## src/rtl/sdb_pkg.sv

```systemverilog
package sdb_pkg;

  typedef enum logic [3:0] {
    CMD_NOP = 4'b0111,
    CMD_ACT = 4'b0011,
    CMD_RD  = 4'b0101,
    CMD_WR  = 4'b0100,
    CMD_PRE = 4'b0010
  } sdCmd_t;

  typedef enum logic [1:0] {
    ADDR_ZERO,
    ADDR_ROW,
    ADDR_COL
  } addrSel_t;

  typedef struct packed {
    logic     load;
    logic     advance;
    logic     rdIssue;
    logic     wrDrive;
    addrSel_t addrSel;
  } dpStrobe_t;

  typedef struct packed {
    logic lastBeat;
    logic rowEnd;
    logic isWrite;
  } dpStatus_t;

endpackage

```

## src/rtl/sdb_ctrl.sv

```systemverilog
module sdb_ctrl
  import sdb_pkg::*;
#(
  parameter int T_RP    = 3,
  parameter int T_RCD   = 3,
  parameter int CAS_LAT = 2
) (
  input  logic      clk,
  input  logic      rst,
  input  logic      reqValid,
  input  dpStatus_t status,
  output logic      reqReady,
  output logic      done,
  output sdCmd_t    cmd,
  output dpStrobe_t strobe
);

  localparam int MAX_A   = (T_RP > T_RCD) ? T_RP : T_RCD;
  localparam int MAX_GAP = (MAX_A > CAS_LAT) ? MAX_A : CAS_LAT;
  localparam int CNT_W   = $clog2(MAX_GAP + 2);

  typedef enum logic [2:0] {
    S_IDLE, S_ACT, S_TRCD, S_RW, S_PRE, S_TRP, S_DRAIN, S_DONE
  } state_t;

  state_t            state, stateNext;
  logic [CNT_W-1:0]  gapCnt, gapCntNext;
  logic              breakQ, breakNext;
  logic              finalQ, finalNext;

  always_ff @(posedge clk) begin
    if (rst) begin
      state  <= S_IDLE;
      gapCnt <= '0;
      breakQ <= 1'b0;
      finalQ <= 1'b0;
    end else begin
      state  <= stateNext;
      gapCnt <= gapCntNext;
      breakQ <= breakNext;
      finalQ <= finalNext;
    end
  end

  always_comb begin
    stateNext  = state;
    gapCntNext = gapCnt;
    breakNext  = breakQ;
    finalNext  = finalQ;
    strobe     = '0;
    strobe.addrSel = ADDR_ZERO;
    cmd        = CMD_NOP;
    reqReady   = 1'b0;
    done       = 1'b0;
    case (state)
      S_IDLE: begin
        reqReady = 1'b1;
        if (reqValid) begin
          strobe.load = 1'b1;
          breakNext   = 1'b0;
          finalNext   = 1'b0;
          stateNext   = S_ACT;
        end
      end
      S_ACT: begin
        cmd            = CMD_ACT;
        strobe.addrSel = ADDR_ROW;
        gapCntNext     = breakQ ? CNT_W'(T_RCD) : CNT_W'(T_RCD - 1);
        stateNext      = S_TRCD;
      end
      S_TRCD: begin
        gapCntNext = gapCnt - 1'b1;
        if (gapCnt == CNT_W'(1)) stateNext = S_RW;
      end
      S_RW: begin
        cmd            = status.isWrite ? CMD_WR : CMD_RD;
        strobe.addrSel = ADDR_COL;
        strobe.advance = 1'b1;
        strobe.rdIssue = !status.isWrite;
        strobe.wrDrive = status.isWrite;
        if (status.lastBeat) begin
          finalNext = 1'b1;
          stateNext = S_PRE;
        end else if (status.rowEnd) begin
          finalNext = 1'b0;
          stateNext = S_PRE;
        end
      end
      S_PRE: begin
        cmd = CMD_PRE;
        if (finalQ) begin
          gapCntNext = CNT_W'(CAS_LAT);
          stateNext  = S_DRAIN;
        end else begin
          gapCntNext = CNT_W'(T_RP);
          breakNext  = 1'b1;
          stateNext  = S_TRP;
        end
      end
      S_TRP: begin
        gapCntNext = gapCnt - 1'b1;
        if (gapCnt == CNT_W'(1)) stateNext = S_ACT;
      end
      S_DRAIN: begin
        gapCntNext = gapCnt - 1'b1;
        if (gapCnt == CNT_W'(1)) stateNext = S_DONE;
      end
      S_DONE: begin
        done      = 1'b1;
        stateNext = S_IDLE;
      end
      default: stateNext = S_IDLE;
    endcase
  end

endmodule

```

## src/rtl/sdb_datapath.sv

```systemverilog
module sdb_datapath
  import sdb_pkg::*;
#(
  parameter int ADDR_W   = 13,
  parameter int DATA_W   = 32,
  parameter int ROW_COLS = 512,
  parameter int BEAT_W   = 8,
  parameter int CAS_LAT  = 2,
  localparam int COL_W   = $clog2(ROW_COLS)
) (
  input  logic              clk,
  input  logic              rst,
  input  dpStrobe_t         strobe,
  input  logic [ADDR_W-1:0] reqRow,
  input  logic [COL_W-1:0]  reqCol,
  input  logic [BEAT_W-1:0] reqBeats,
  input  logic              reqWrite,
  input  logic [DATA_W-1:0] wrData,
  input  logic [DATA_W-1:0] sdDqIn,
  output dpStatus_t         status,
  output logic [ADDR_W-1:0] sdAddr,
  output logic [DATA_W-1:0] sdDqOut,
  output logic              sdDqOe,
  output logic              wrAccept,
  output logic              rdValid,
  output logic [DATA_W-1:0] rdData
);

  localparam logic [COL_W-1:0] LAST_COL = COL_W'(ROW_COLS - 1);

  logic [ADDR_W-1:0] rowQ;
  logic [COL_W-1:0]  colQ;
  logic [BEAT_W-1:0] beatsLeft;
  logic              isWriteQ;

  always_ff @(posedge clk) begin
    if (rst) begin
      rowQ      <= '0;
      colQ      <= '0;
      beatsLeft <= '0;
      isWriteQ  <= 1'b0;
    end else if (strobe.load) begin
      rowQ      <= reqRow;
      colQ      <= reqCol;
      beatsLeft <= reqBeats;
      isWriteQ  <= reqWrite;
    end else if (strobe.advance) begin
      colQ      <= colQ + 1'b1;
      beatsLeft <= beatsLeft - 1'b1;
      if (colQ == LAST_COL) rowQ <= rowQ + 1'b1;
    end
  end

  assign status.lastBeat = (beatsLeft == BEAT_W'(1));
  assign status.rowEnd   = (colQ == LAST_COL);
  assign status.isWrite  = isWriteQ;

  always_comb begin
    case (strobe.addrSel)
      ADDR_ROW: sdAddr = rowQ;
      ADDR_COL: sdAddr = ADDR_W'(colQ);
      default:  sdAddr = '0;
    endcase
  end

  assign sdDqOe   = strobe.wrDrive;
  assign wrAccept = strobe.wrDrive;
  assign sdDqOut  = strobe.wrDrive ? wrData : '0;

  logic [CAS_LAT-1:0] rdPipe;

  generate
    if (CAS_LAT == 1) begin : g_pipe1
      always_ff @(posedge clk) begin
        if (rst) rdPipe <= '0;
        else     rdPipe <= strobe.rdIssue;
      end
    end else begin : g_pipeN
      always_ff @(posedge clk) begin
        if (rst) rdPipe <= '0;
        else     rdPipe <= {rdPipe[CAS_LAT-2:0], strobe.rdIssue};
      end
    end
  endgenerate

  always_ff @(posedge clk) begin
    if (rst) begin
      rdValid <= 1'b0;
      rdData  <= '0;
    end else begin
      rdValid <= rdPipe[CAS_LAT-1];
      if (rdPipe[CAS_LAT-1]) rdData <= sdDqIn;
    end
  end

endmodule

```

## src/rtl/sdram_burst_seq.sv

```systemverilog
module sdram_burst_seq
  import sdb_pkg::*;
#(
  parameter int ADDR_W   = 13,
  parameter int DATA_W   = 32,
  parameter int ROW_COLS = 512,
  parameter int BEAT_W   = 8,
  parameter int T_RP     = 3,
  parameter int T_RCD    = 3,
  parameter int CAS_LAT  = 2,
  localparam int COL_W   = $clog2(ROW_COLS)
) (
  input  logic              clk,
  input  logic              rst,
  input  logic              reqValid,
  output logic              reqReady,
  input  logic              reqWrite,
  input  logic [ADDR_W-1:0] reqRow,
  input  logic [COL_W-1:0]  reqCol,
  input  logic [BEAT_W-1:0] reqBeats,
  input  logic [DATA_W-1:0] wrData,
  output logic              wrAccept,
  output logic              rdValid,
  output logic [DATA_W-1:0] rdData,
  output logic              done,
  output logic              sdCsN,
  output logic              sdRasN,
  output logic              sdCasN,
  output logic              sdWeN,
  output logic [ADDR_W-1:0] sdAddr,
  output logic [DATA_W-1:0] sdDqOut,
  output logic              sdDqOe,
  input  logic [DATA_W-1:0] sdDqIn
);

  dpStrobe_t strobe;
  dpStatus_t status;
  sdCmd_t    cmd;

  sdb_ctrl #(.T_RP(T_RP), .T_RCD(T_RCD), .CAS_LAT(CAS_LAT)) u_ctrl (
    .clk(clk), .rst(rst), .reqValid(reqValid), .status(status),
    .reqReady(reqReady), .done(done), .cmd(cmd), .strobe(strobe)
  );

  sdb_datapath #(
    .ADDR_W(ADDR_W), .DATA_W(DATA_W), .ROW_COLS(ROW_COLS),
    .BEAT_W(BEAT_W), .CAS_LAT(CAS_LAT)
  ) u_dp (
    .clk(clk), .rst(rst), .strobe(strobe), .reqRow(reqRow), .reqCol(reqCol),
    .reqBeats(reqBeats), .reqWrite(reqWrite), .wrData(wrData), .sdDqIn(sdDqIn),
    .status(status), .sdAddr(sdAddr), .sdDqOut(sdDqOut), .sdDqOe(sdDqOe),
    .wrAccept(wrAccept), .rdValid(rdValid), .rdData(rdData)
  );

  assign {sdCsN, sdRasN, sdCasN, sdWeN} = cmd;

endmodule

```

## config.mk

```make
export PLATFORM = sky130hd
export DESIGN_NAME = sdram_burst_seq
export DESIGN_NICKNAME = d
export VERILOG_FILES = /design/src/rtl/sdb_pkg.sv /design/src/rtl/sdb_ctrl.sv /design/src/rtl/sdb_datapath.sv /design/src/rtl/sdram_burst_seq.sv
export SDC_FILE = /design/constraint.sdc
export NUM_CORES = 1
export LEC_CHECK = 0
export BUFFER_PORTS_ARGS = -buffer_cell sky130_fd_sc_hd__buf_2
export CAP_MARGIN = 15
export CORE_MARGIN = 8
export CORE_UTILIZATION = 42
export CTS_CLUSTER_DIAMETER = 120
export DETAILED_ROUTE_END_ITERATION = 7
export PLACE_DENSITY = 0.79
export SETUP_SLACK_MARGIN = 0.5
export SYNTH_ARGS = -nofsm -noshare
export SYNTH_HDL_FRONTEND = slang
export SYNTH_SLANG_ARGS = --single-unit
```

## constraint.sdc

```tcl
create_clock -name clk -period 3.6 [get_ports clk]
set_input_delay 0.72 -clock clk [delete_from_list [all_inputs] [get_ports clk]]
set_output_delay 0.72 -clock clk [all_outputs]
set_load 0.01 [all_outputs]
```

==> impl_summary.log, run 1 <==
INFO  metric drt_iter0_drc = approximately 210
INFO  metric rsz0062_at_grt = false
INFO  metric internal_power = approximately 1600 uW
INFO  metric die_width = about 110 um
INFO  metric grt_pass1_vias = 3953
INFO  metric crit_fanout = 21
INFO  metric design.die.area = about 13000 um2
INFO  metric finalPower = 2410 uW
INFO  metric synth_most_common_cell = sky130_fd_sc_hd__dfxtp_1
INFO  metric critical_path_class = reg2out
INFO  metric synthesis.area_per_instance = 8.414 um2
INFO  metric dp_worst_setup_slack = 0.8638 ns
INFO  metric r2r_cells = 8
INFO  metric synth_seq_cells = 74
INFO  metric holdCritStartpoint = u_dp.rdPipe[0]
INFO  metric worst_ir_drop_vdd = 0.1947 mV
INFO  metric synthesis.yosys.warnings = 0
INFO  metric antenna_found_initial = 2
INFO  metric count_of_flip_flops_with_a_built_in_enable_after_synthesis = 0
INFO  metric timing.slew.headroom = 34.56%
INFO  metric clock_path_buffers = 2
INFO  metric drive_gt1_share = between 30% and 40%
INFO  metric viasPerCell = approximately 5.4
INFO  metric buffer_ports.inserted = 182
INFO  metric initial_utilization = 42.58%
INFO  metric clock_root_buffer = sky130_fd_sc_hd__clkbuf_8
INFO  metric final_period_minus_worst_setup_slack = 2.846 ns
INFO  metric timing.critical_path.from_type = register
INFO  metric rr_endpoint = u_dp.rowQ[9]
INFO  metric worst_pin_slew = 0.9816 ns
INFO  metric ys_async_sr_fraction = 0%
INFO  metric finalClockSkew = approximately 0.010 ns
INFO  metric max_clock_freq = ~350 MHz
INFO  metric min_delay_worst_endpoint = u_dp.rdPipe[1]
INFO  metric maxCapViolations = 0
INFO  metric cts.sink_count = 74
INFO  metric net-switching-power = approximately 830 uW
INFO  metric final_slew_viol_count = 0
INFO  metric worst_skew_pair.late_latency = about 0.35 ns
INFO  metric post_synth_instance_area = 3879 um2
INFO  metric r2r_setup_slack = 0.91 ns
INFO  metric synth_top_cell_area_share = 38.19%
INFO  metric synth.lib_cells_used.distinct = 56
INFO  metric gpl.final_weighted_congestion = approximately 0.88
INFO  metric route.detailed.wl_per_inst = 16.53 um
INFO  metric synth_common_cells = 74 x sky130_fd_sc_hd__dfxtp_1, 62 x sky130_fd_sc_hd__nor2_1, 36 x sky130_fd_sc_hd__and3_1
INFO  metric top_ports = about 180
INFO  metric syn_nets = 568
INFO  metric hold-path-cell-count = 1
INFO  metric period_share = 79.07%
INFO  metric power_frac_seq = 44.9%
INFO  metric routed_wirelength = around 12000 um
INFO  metric worst_path_largest_cell_delay = 0.57 ns
INFO  metric dominantRegCellSynth = sky130_fd_sc_hd__dfxtp_1
INFO  metric grt_pass1_wl = 19350 um
INFO  metric pwr_density_cell = 480.3 nW/um2
INFO  metric setup_violations = 0
INFO  metric grt_ovf = 0
INFO  metric finish.net_count = 723
INFO  metric timing.critical_path.cells = nand3b_4 -> inv_2 -> ha_1 -> a22oi_1 -> nor2_1 -> buf_2
INFO  metric timing.critical_path.arrival = 2.13 ns
INFO  metric crit_path_end_kind = output pin
INFO  metric synth_cells = 461
INFO  metric cp_slowest_cell = sky130_fd_sc_hd__dfxtp_2
INFO  metric timing.final.hold_violations = 0
INFO  metric p_leak = 0.002346 uW
INFO  metric layout-area-overhead-vs-synth = 29.39%
INFO  metric grt.total_usage = 18.39%
INFO  metric power_frac_clock = about 31%
INFO  metric synth_top_cell_by_area = sky130_fd_sc_hd__dfxtp_1
INFO  metric cts_hold_buf = 0
INFO  metric share_comb_of_total_power = between 20% and 30%
INFO  metric run_status = finished, final reports clean
INFO  metric yosysSeqAreaShare = 38.19%
INFO  metric crit-reg2reg-launch = u_dp.colQ[1]
INFO  metric ant_nets = 0
INFO  metric floorplan.rows = 35
INFO  metric worst_setup_hold_path_clk_slew = 0.08 ns
INFO  metric power.switching_fraction = 34.24%
INFO  metric drc_errors = 0
INFO  metric fin_ws = ~0.75 ns
INFO  metric num_vias = about 4000
INFO  metric hpwl_after_detailed_placement = 9089 um
INFO  metric cp.required = 2.88 ns
INFO  metric synth.top_cells.by_area = sky130_fd_sc_hd__dfxtp_1 38%, sky130_fd_sc_hd__mux2i_1 9.0%, sky130_fd_sc_hd__nor2_1 6.0%, sky130_fd_sc_hd__and3_1 5.8%, sky130_fd_sc_hd__a21oi_1 3.5%
INFO  metric chipHeight = 112.1 um
INFO  metric placeableCoreArea = between 9000 and 10000 um2
INFO  metric largest_net_degree_at_the_start_of_global_routing = 62
INFO  metric tritoncts = yes
INFO  metric tritoncts.num_buffers = 9
INFO  metric detailed_router_iteration_count_before_antenna_repair = 5
INFO  metric totalNegativeSetupSlack = 0 ns
INFO  metric cts.htree.levels = 3
INFO  metric worstHoldPathType = reg2reg
-- cell families after synthesis --
group | count (synthesis) | share of synthesized area [%]
AND/OR/NAND/NOR | 182 | 25.07
other | 1 | 0.09668
adder cells (fa/ha/maj) | 9 | 2.903
multiplexers | 36 | 9.323
AO/OA/AOI/OAI | 93 | 15.77
flip-flops | 74 | 38.19
buffers and inverters | 54 | 5.935
XOR/XNOR | 12 | 2.710
-- sequential cells by signal, indices dropped and copies added, names as in the netlist --
name	cells
u_dp.colQ	9
u_ctrl.breakQ	1
u_dp.isWriteQ	1
u_ctrl.state	3
u_dp.rdValid	1
u_dp.rdPipe	2
u_ctrl.gapCnt	3
u_dp.rdData	32
u_dp.beatsLeft	8
u_dp.rowQ	13
u_ctrl.finalQ	1
-- power by group through the flow --
stage / clock network (uW) / registers (uW) / logic, uW
floorplan: 0 / 1010 / 470
CTS: 774 / 1080 / 577
detailed placement: 0 / 1090 / 572
global placement: 0 / 1080 / 555
global route: 807 / 1100 / 642
finish: 753 / 1080 / 577
-- cell usage in the layout (no fill, tap or decap), types with 10 or more instances in the layout --
| cell | n |
|---|---|
| sky130_fd_sc_hd__a21oi_1 | 27 |
| sky130_fd_sc_hd__and3_1 | 36 |
| sky130_fd_sc_hd__buf_2 | 182 |
| sky130_fd_sc_hd__clkbuf_8 | 10 |
| sky130_fd_sc_hd__dfxtp_1 | 70 |
| sky130_fd_sc_hd__inv_1 | 12 |
| sky130_fd_sc_hd__mux2i_1 | 35 |
| sky130_fd_sc_hd__nand2_1 | 20 |
| sky130_fd_sc_hd__nand3_1 | 11 |
| sky130_fd_sc_hd__nor2_1 | 62 |
| sky130_fd_sc_hd__nor3_1 | 10 |
| sky130_fd_sc_hd__o21ai_0 | 17 |
-- per-stage QoR --
| stage | cell area (um2) | util, % | hold slack (ns) | cells |
|---|---|---|---|---|
| 2_1_floorplan | 3879 | - | 0.4138 | 461 |
| 3_3_place_gp | 4777 | 52.45 | 0.4364 | 716 |
| 3_5_place_dp | 4777 | 52.45 | 0.4284 | 716 |
| 4_1_cts | 5015 | 55.05 | 0.4392 | 732 |
| 5_1_grt | 5019 | 55.10 | 0.4620 | 733 |
| 6_report | 5019 | 55.10 | 0.4412 | 733 |
-- final cells by class --
cell class,count,area [um2]
antenna,1,2.502
clock buffer,10,137.6
clock inverter,6,97.59
fill,852,4090
inverter,13,48.80
multi-input combinational,333,2173
sequential,74,1486
tap,111,138.9
timing repair buffer,185,933.4
-- worst max-delay path by stage --
stage               startpoint         to  depth (start not counted)
2_1_floorplan  u_ctrl.state[2]  sdAddr[0]                          8
3_3_place_gp   u_ctrl.state[1]  sdAddr[0]                          6
3_5_place_dp   u_ctrl.state[1]  sdAddr[4]                          6
4_1_cts        u_ctrl.state[2]  sdAddr[4]                          6
5_1_grt        u_ctrl.state[1]  sdAddr[2]                          6
6_report       u_ctrl.state[1]  sdAddr[4]                          6
-- worst max-delay path: cells and delay by family, from the launching register on --
family                     cells  cell delay, ns
DFF                            1            0.57
adders and majority gates      1            0.38
and+or+nand+nor                2            0.37
buffers and inverters          2            0.32
AOI/OAI and AO/OA              1            0.14
-- routing by layer --
metal | share of wire [%] | wire [um] | vias to the layer above | track usage (%)
li1 | - | - | 1964 | -
met1 | 41 | 5000 | 1800 | 21.14
met2 | 47 | 5726 | 186 | 30.63
met3 | 10 | 1207 | 17 | 7.032
met4 | 1.4 | 172 | 2 | 6.295
met5 | 0.099 | 12 | - | 0
-- timing repair --
item,in CTS,in global routing
resized for setup,2,1
setup buffers,0,0
setup endpoints to repair,2,9
Power figures use the tool's default switching activity.
==> run 2, diff against run 1 <==
clock period = 2.72 ns   (was 3.6 ns; I/O delays follow)
==> run 2 against run 1 <==
  * Register-to-register slack got worse by 0.39 ns
  * Non-clock buffer count increased by 29
  * First-iteration DRC count increased by 25%
  * Critical path depth increased by 1
  * Via count increased by 7.1%
  * Combinational power increased by 80%
  * Flip-flop and latch count unchanged
  * Final cell count increased by 4.0%
  * Die area unchanged
  * Wire length increased by 9.1%
  * Critical path type unchanged
==> impl_summary.log, run 2 (synthesis results as in run 1) <==
INFO  metric cts.sink_count = 74 (unchanged)
INFO  metric routed_wirelength = 13220 um (+9.1%)
INFO  metric gpl.final_weighted_congestion = 0.9055 (+2.8%)
INFO  metric timing.slew.headroom = 36.45% (+1.9 points)
INFO  metric setup_violations = 0 (unchanged)
INFO  metric cp-endpoint = sdAddr[4]
INFO  metric crit_fanout = 7 (-67%)
INFO  metric tritoncts.num_buffers = 9 (unchanged)
INFO  metric timing.critical_path.from_type = register
INFO  metric worstHoldPathType = in2reg
INFO  metric p_leak = 0.002494 uW (+6.3%)
INFO  metric worst_ir_drop_vdd = 0.4276 mV (+120%)
INFO  metric period_share = 83.43%
INFO  metric timing.critical_path.arrival = 1.73 ns (-0.40 ns)
INFO  metric max_clock_freq = between 400 and 500 MHz
INFO  metric cts_hold_buf = 0 (unchanged)
INFO  metric crit-reg2reg-launch = u_ctrl.state[2]
INFO  metric largest_net_degree_at_the_start_of_global_routing = 38 (-39%)
INFO  metric hpwl_after_detailed_placement = 9228 um (+1.5%)
INFO  metric drt_iter0_drc = 267 (+25%)
INFO  metric cp.required = 2.18 ns (-0.70 ns)
INFO  metric commonest_cells_after_routing_fill_and_taps_aside = 180 x sky130_fd_sc_hd__buf_2, 67 x sky130_fd_sc_hd__dfxtp_1, 57 x sky130_fd_sc_hd__nor2_1
INFO  metric rsz0062_at_grt = true
INFO  metric placeableCoreArea = 9109 um2 (unchanged)
INFO  metric finish.net_count = 752 (+4.0%)
INFO  metric route.detailed.wl_per_inst = 17.35 um (+5.0%)
INFO  metric r2r_cells = 5 (-3)
INFO  metric critical_path_class = reg2out
INFO  metric final_period_minus_worst_setup_slack = around 2.3 ns
INFO  metric worst_setup_hold_path_clk_slew = 0.09 ns (about the same)
INFO  metric rr_endpoint = u_dp.colQ[6]
INFO  metric maxCapViolations = 0 (unchanged)
INFO  metric antenna_found_initial = 2 (unchanged)
INFO  metric cp_slowest_cell = sky130_fd_sc_hd__dfxtp_4
INFO  metric biggestRegsByFlops = u_dp.rdData (32), u_dp.rowQ (13), u_dp.colQ (9)
INFO  metric clock_root_buffer = sky130_fd_sc_hd__clkbuf_8
INFO  metric top_ports = 184 (unchanged)
INFO  metric r2r_setup_slack = 0.52 ns (-0.39 ns)
INFO  metric cts.htree.levels = 3 (unchanged)
INFO  metric ant_nets = 0 (unchanged)
INFO  metric largest-register = u_dp.rdData
INFO  metric drc_errors = 0 (unchanged)
INFO  metric largest_register_ffs = 32 (unchanged)
INFO  metric num_vias = 4249 (+7.1%)
INFO  metric area.sequential = 1498 um2 (+0.76%)
INFO  metric grt_ovf = 0 (unchanged)
INFO  metric pwr_density_cell = 636.9 nW/um2 (+33%)
INFO  metric tritoncts = yes
INFO  metric finalClockSkew = 0.008205 ns (-0.001826 ns)
INFO  metric grt_pass1_wl = 20290 um (+4.8%)
INFO  metric drive_gt1_share = 41.08% (+6.3 points)
INFO  metric timing.final.hold_violations = 0 (unchanged)
INFO  metric final_slew_viol_count = 0 (unchanged)
INFO  metric worst_pin_slew = 0.9532 ns (-0.02841 ns)
INFO  metric grt.total_usage = 19.39% (+1.0 points)
INFO  metric buffer_ports.inserted = 182 (unchanged)
INFO  metric detailed_router_iteration_count_before_antenna_repair = 4 (-1)
INFO  metric totalNegativeSetupSlack = 0 ns (unchanged)
INFO  metric run_status = finished, final reports clean
INFO  metric multiInputGateArea = 2286 um2 (+5.2%)
INFO  metric design.die.area = 12570 um2 (unchanged)
INFO  metric grt_pass1_vias = 4170 (+5.5%)
INFO  metric final.fill_count = 787 (-7.6%)
INFO  metric worst_skew_pair.late_latency = 0.36 ns (about the same)
INFO  metric die_width = 112.1 um (unchanged)
INFO  metric chipHeight = 112.1 um (unchanged)
INFO  metric worst_path_largest_cell_delay = 0.38 ns (-0.19 ns)
INFO  metric layout.cells.non_filler = 762 (+4.0%)
INFO  metric timing.critical_path.cells = nor2_4 -> nand2_4 -> buf_6 -> ha_4 -> buf_6 -> nor2_1 -> buf_2
INFO  metric most_common_cell_after_layout_fill_and_taps_aside = sky130_fd_sc_hd__buf_2
INFO  metric crit_path_end_kind = output pin
INFO  metric clock_path_buffers = 2 (unchanged)
INFO  metric viasPerCell = 5.576 (+3.0%)
INFO  metric placed_cells_incl_taps = 723 (+0.98%)
INFO  metric critical-path-top-cell-by-count = sky130_fd_sc_hd__buf_6
INFO  metric floorplan.rows = 35 (unchanged)
INFO  metric initial_utilization = 42.58% (unchanged)
INFO  metric worst_setup_path_startpoint = u_ctrl.state[2]
INFO  metric layout-area-overhead-vs-synth = 39.39%
## run 2: cell types whose count changed in the layout (fill, tap and decap cells not counted), sizes merged
cell and change:
buf +28, clkinvlp +2, inv -1
## run 2: metal layers
layer / routed length, um / GRT usage (%)
met5: 12 / 0
met4: 316 / 9.353
met3: 1356 / 8.266
met2: 6494 / 31.91
met1: 5044 / 21.11
## run 2: area by class of cell
| cell class | count | share of cell area (%) |
|---|---|---|
| tap | 111 | 2.569 |
| clock buffer | 9 | 2.291 |
| multi-input combinational | 333 | 42.28 |
| antenna | 1 | 0.04629 |
| clock inverter | 7 | 1.875 |
| inverter | 13 | 1.180 |
| sequential | 74 | 27.70 |
| timing repair buffer | 214 | 22.05 |
## run 2: power breakdown
group	internal, uW	switching [uW]	leakage [uW]
clock network	524	465	0.000106
registers	1210	196	0.000607
logic	485	558	0.00178
## run 2: worst min-delay path by stage
| stage | startpoint | end | slack, ns | cells past startpoint |
|---|---|---|---|---|
| 5_1_grt | sdDqIn[23] | u_dp.rdData[23] | 0.42 | 3 |
| 2_1_floorplan | u_dp.rdPipe[0] | u_dp.rdPipe[1] | 0.41 | 1 |
| 4_1_cts | sdDqIn[31] | u_dp.rdData[31] | 0.41 | 3 |
| 3_3_place_gp | u_dp.rdPipe[0] | u_dp.rdPipe[1] | 0.44 | 1 |
| 3_5_place_dp | u_dp.rdPipe[0] | u_dp.rdPipe[1] | 0.43 | 1 |
| 6_report | sdDqIn[3] | u_dp.rdData[3] | 0.41 | 3 |
## run 2: timing repair
item	CTS	global route
endpoints found under the setup margin	56	58
pin swaps	1	11
gates resized for setup	23	27
endpoints found under the hold margin	0	0
buffers inserted	9	13
gates cloned	0	0
## run 2: critical path: cells and delay by family (launching register included)
| family | cells | cell delay, ns |
|---|---|---|
| buf+inv | 3 | 0.40 |
| fa+ha+maj | 1 | 0.30 |
| flops | 1 | 0.38 |
| simple gates | 3 | 0.28 |
## run 2: through the flow
stage | hold slack, ns | setup slack (ns) | power, uW | cell area (um2) | utilization (%)
finish | 0.4147 | 0.4508 | 3443 | 5406 | 59.35
global route | 0.4157 | 0.3732 | 3624 | 5406 | 59.35
CTS | 0.4066 | 0.4999 | 3316 | 5201 | 57.10
detailed placement | 0.4298 | 0.2995 | 2232 | 4830 | 53.02
global placement | 0.4382 | 0.4405 | 2202 | 4830 | 53.02
floorplan | 0.4138 | 0.5077 | 1954 | 3879 | -
==> run 3, diff against run 2 <==
PLACE_DENSITY = 0.82   (was 0.79)
clock period = 1.9 ns   (was 2.72 ns; I/O delays follow)
==> run 3 against run 2 <==
  * Clock power rose by 29%
  * Clock skew increased by 0.0057 ns
  * Die area unchanged
  * Critical path depth increased by 1
  * First-iteration DRC count rose by 64%
  * Setup slack got worse by 0.67 ns
  * Register-to-register slack got worse by 0.73 ns
  * Final cell count is 9.2% higher
  * The flow now finishes with violations (setup timing)
  * Critical path type unchanged
==> impl_summary.log, run 3 (synthesis results as in run 1) <==
INFO  metric grt_ovf = 0 (unchanged)
INFO  metric tritoncts = yes
INFO  metric design.die.area = 12570 um2 (unchanged)
INFO  metric setup_violations = 76 (+76)
INFO  metric worst_setup_hold_path_clk_slew = 0.09 ns (about the same)
INFO  metric power_frac_clock = 20.0% (-8.7 points)
INFO  metric largest-register = u_dp.rdData
INFO  metric n_antenna_cell = 0 (-1)
INFO  metric die_width = 112.1 um (unchanged)
INFO  metric drive_gt1_share = 62.97% (+22 points)
INFO  metric hold_slack = 0.2585 ns (-0.1562 ns)
INFO  metric route.met3.wl = 1986 um (+46%)
INFO  metric finalClockSkew = 0.01394 ns (+0.005736 ns)
INFO  metric biggestRegsByFlops = u_dp.rdData (32), u_dp.rowQ (13), u_dp.colQ (9)
INFO  metric most_common_cell_after_layout_fill_and_taps_aside = sky130_fd_sc_hd__buf_2
INFO  metric route.layer.met1.wl = 6562 um (+30%)
INFO  metric rsz0062_at_grt = true
INFO  metric worst_pin_slew = 0.9995 ns (+0.04635 ns)
INFO  metric max_clock_freq = between 400 and 500 MHz
INFO  metric p_leak = 0.003079 uW (+23%)
INFO  metric maxCapViolations = 0 (unchanged)
INFO  metric cts.sink_count = 74 (unchanged)
INFO  metric detailed_router_iteration_count_before_antenna_repair = 5 (+1)
INFO  metric totalNegativeSetupSlack = -8.914 ns (-8.914 ns)
INFO  metric violated_checks = setup timing
INFO  metric largest_register_ffs = 32 (unchanged)
INFO  metric timing.slew.headroom = 33.29% (-3.2 points)
INFO  metric buffer_ports.inserted = 182 (unchanged)
INFO  metric floorplan.rows = 35 (unchanged)
INFO  metric num_vias = 5013 (+18%)
INFO  metric worstHoldPathType = in2reg
INFO  metric pwr_density_cell = 871.7 nW/um2 (+37%)
INFO  metric worst_ir_drop_vdd = 0.5437 mV (+27%)
INFO  metric cts_hold_buf = 0 (unchanged)
INFO  metric period_share = 111.6%
INFO  metric ant_nets = 0 (unchanged)
INFO  metric timing.critical_path.from_type = register
INFO  metric drc_errors = 0 (unchanged)
INFO  metric drt_iter0_drc = 438 (+64%)
INFO  metric power_frac_seq = 31.6% (-9.4 points)
INFO  metric timing.critical_path.arrival = 1.74 ns (about the same)
INFO  metric critical_path_class = reg2out
INFO  metric internal_power = 3966 uW (+78%)
INFO  metric initial_utilization = 42.58% (unchanged)
INFO  metric clock_root_buffer = sky130_fd_sc_hd__clkbuf_8
INFO  metric crit_path_end_kind = output pin
INFO  metric share_comb_of_total_power = 48.4% (+18 points)
INFO  metric crit_fanout = 8 (+1)
INFO  metric final_slew_viol_count = 0 (unchanged)
INFO  metric top_ports = 184 (unchanged)
INFO  metric cts.htree.levels = 3 (unchanged)
INFO  metric final_period_minus_worst_setup_slack = 2.121 ns
INFO  metric antenna_found_initial = 0 (-2)
INFO  metric clock_path_buffers = 2 (unchanged)
INFO  metric viasPerCell = 6.025 (+8.1%)
INFO  metric worst_skew_pair.late_latency = 0.35 ns (about the same)
INFO  metric commonest_cells_after_routing_fill_and_taps_aside = 133 x sky130_fd_sc_hd__buf_2, 76 x sky130_fd_sc_hd__buf_6, 62 x sky130_fd_sc_hd__dfxtp_1
INFO  metric wl_met2 = 9003 um (+39%)
INFO  metric grt.total_usage = 24.97% (+5.6 points)
INFO  metric layout-area-overhead-vs-synth = 89.00%
INFO  metric power.switching_fraction = 37.93% (+2.5 points)
INFO  metric tritoncts.num_buffers = 9 (unchanged)
INFO  metric net-switching-power = 2424 uW (+99%)
INFO  metric maxUsedRoutingLayer = met4
INFO  metric grt_pass1_wl = 25840 um (+27%)
INFO  metric route.detailed.wl_per_inst = 22.18 um (+28%)
INFO  metric gpl.final_weighted_congestion = 0.8980 (-0.83%)
INFO  metric chipHeight = 112.1 um (unchanged)
INFO  metric placeableCoreArea = 9109 um2 (unchanged)
INFO  metric run_status = finished with violations
INFO  metric cp.required = 1.52 ns (-0.66 ns)
INFO  metric largest_net_degree_at_the_start_of_global_routing = 36 (-5.3%)
INFO  metric hpwl_after_detailed_placement = 9936 um (+7.7%)
INFO  metric routed_wirelength = 18450 um (+40%)
INFO  metric grt_pass1_vias = 5094 (+22%)
INFO  metric fin_ws = -0.2209 ns (-0.6717 ns)
INFO  metric finish.net_count = 823 (+9.4%)
INFO  metric timing.final.hold_violations = 0 (unchanged)
## run 3: cell count changes in the layout (fill, tap and decap cells not counted), moves of 7 or more
| cell | change |
|---|---|
| sky130_fd_sc_hd__buf_6 | +69 |
| sky130_fd_sc_hd__and3_4 | +34 |
| sky130_fd_sc_hd__nor2_4 | +9 |
| sky130_fd_sc_hd__buf_4 | +24 |
| sky130_fd_sc_hd__a21oi_1 | -14 |
| sky130_fd_sc_hd__nor2_1 | -12 |
| sky130_fd_sc_hd__o21ai_0 | -15 |
| sky130_fd_sc_hd__a21oi_2 | +13 |
| sky130_fd_sc_hd__buf_2 | -47 |
| sky130_fd_sc_hd__o21ai_2 | +7 |
| sky130_fd_sc_hd__and3_1 | -34 |
| sky130_fd_sc_hd__buf_12 | +13 |
## run 3: power groups by stage
stage,Clock (uW),Sequential [uW],Combinational [uW]
after floorplan,0,1930,1180
after global placement,0,1970,1510
after detailed placement,0,1980,1570
after CTS,1280,1970,2550
after global routing,1370,2030,3210
final,1280,2020,3090
## run 3: critical path, stage by stage (launching register included)
cell and delay, ns:
sky130_fd_sc_hd__dfxtp_4 0.39, sky130_fd_sc_hd__nor2_4 0.15, sky130_fd_sc_hd__nand2_2 0.10, sky130_fd_sc_hd__inv_2 0.09, sky130_fd_sc_hd__ha_4 0.22, sky130_fd_sc_hd__buf_6 0.16, sky130_fd_sc_hd__a22oi_2 0.09, sky130_fd_sc_hd__nor2_4 0.09
sky130_fd_sc_hd__buf_6 0.10
## run 3: routing by layer
metal  vias to the layer above  track usage (%)
met2                       377            43.12
met4                         0            11.51
li1                       2184                -
met3                        91            8.857
met5                         -                0
met1                      2361            26.83
## run 3: worst paths after layout
check / to / slack (ns) / cells past startpoint / startpoint
hold / removal: u_dp.rdData[24] / 0.26 / 3 / sdDqIn[24]
setup reg to reg: u_dp.rowQ[1] / -0.21 / 9 / u_ctrl.state[1]
setup / recovery: sdAddr[5] / -0.22 / 8 / u_ctrl.state[2]
hold reg to reg: u_dp.rdPipe[1] / 0.47 / 1 / u_dp.rdPipe[0]
## run 3: cell type report
cell class,count,area (um2)
clock buffer,11,162.7
clock inverter,5,41.29
fill,470,1778
inverter,13,56.30
multi-input combinational,334,2975
sequential,74,1511
tap,111,138.9
timing repair buffer,284,2445
## run 3: timing repair
item | CTS | global route
pin swaps | 48 | 21
gates cloned | 7 | 2
endpoints found under the setup margin | 89 | 91
resized for setup | 178 | 29
buffers inserted | 42 | 21
hold endpoints to repair | 0 | 0
## run 3: through the flow
step	utilization [%]	worst slack (ns)	area (um2)	power [uW]	cells
3_3_place_gp	59.62	0.02364	5430	3478	744
5_1_grt	80.48	-0.2837	7331	6610	832
2_1_floorplan	-	-0.07057	4431	3112	461
4_1_cts	76.29	-0.1537	6949	5801	809
6_report	80.48	-0.2209	7331	6390	832
3_5_place_dp	59.62	-0.03007	5430	3546	744
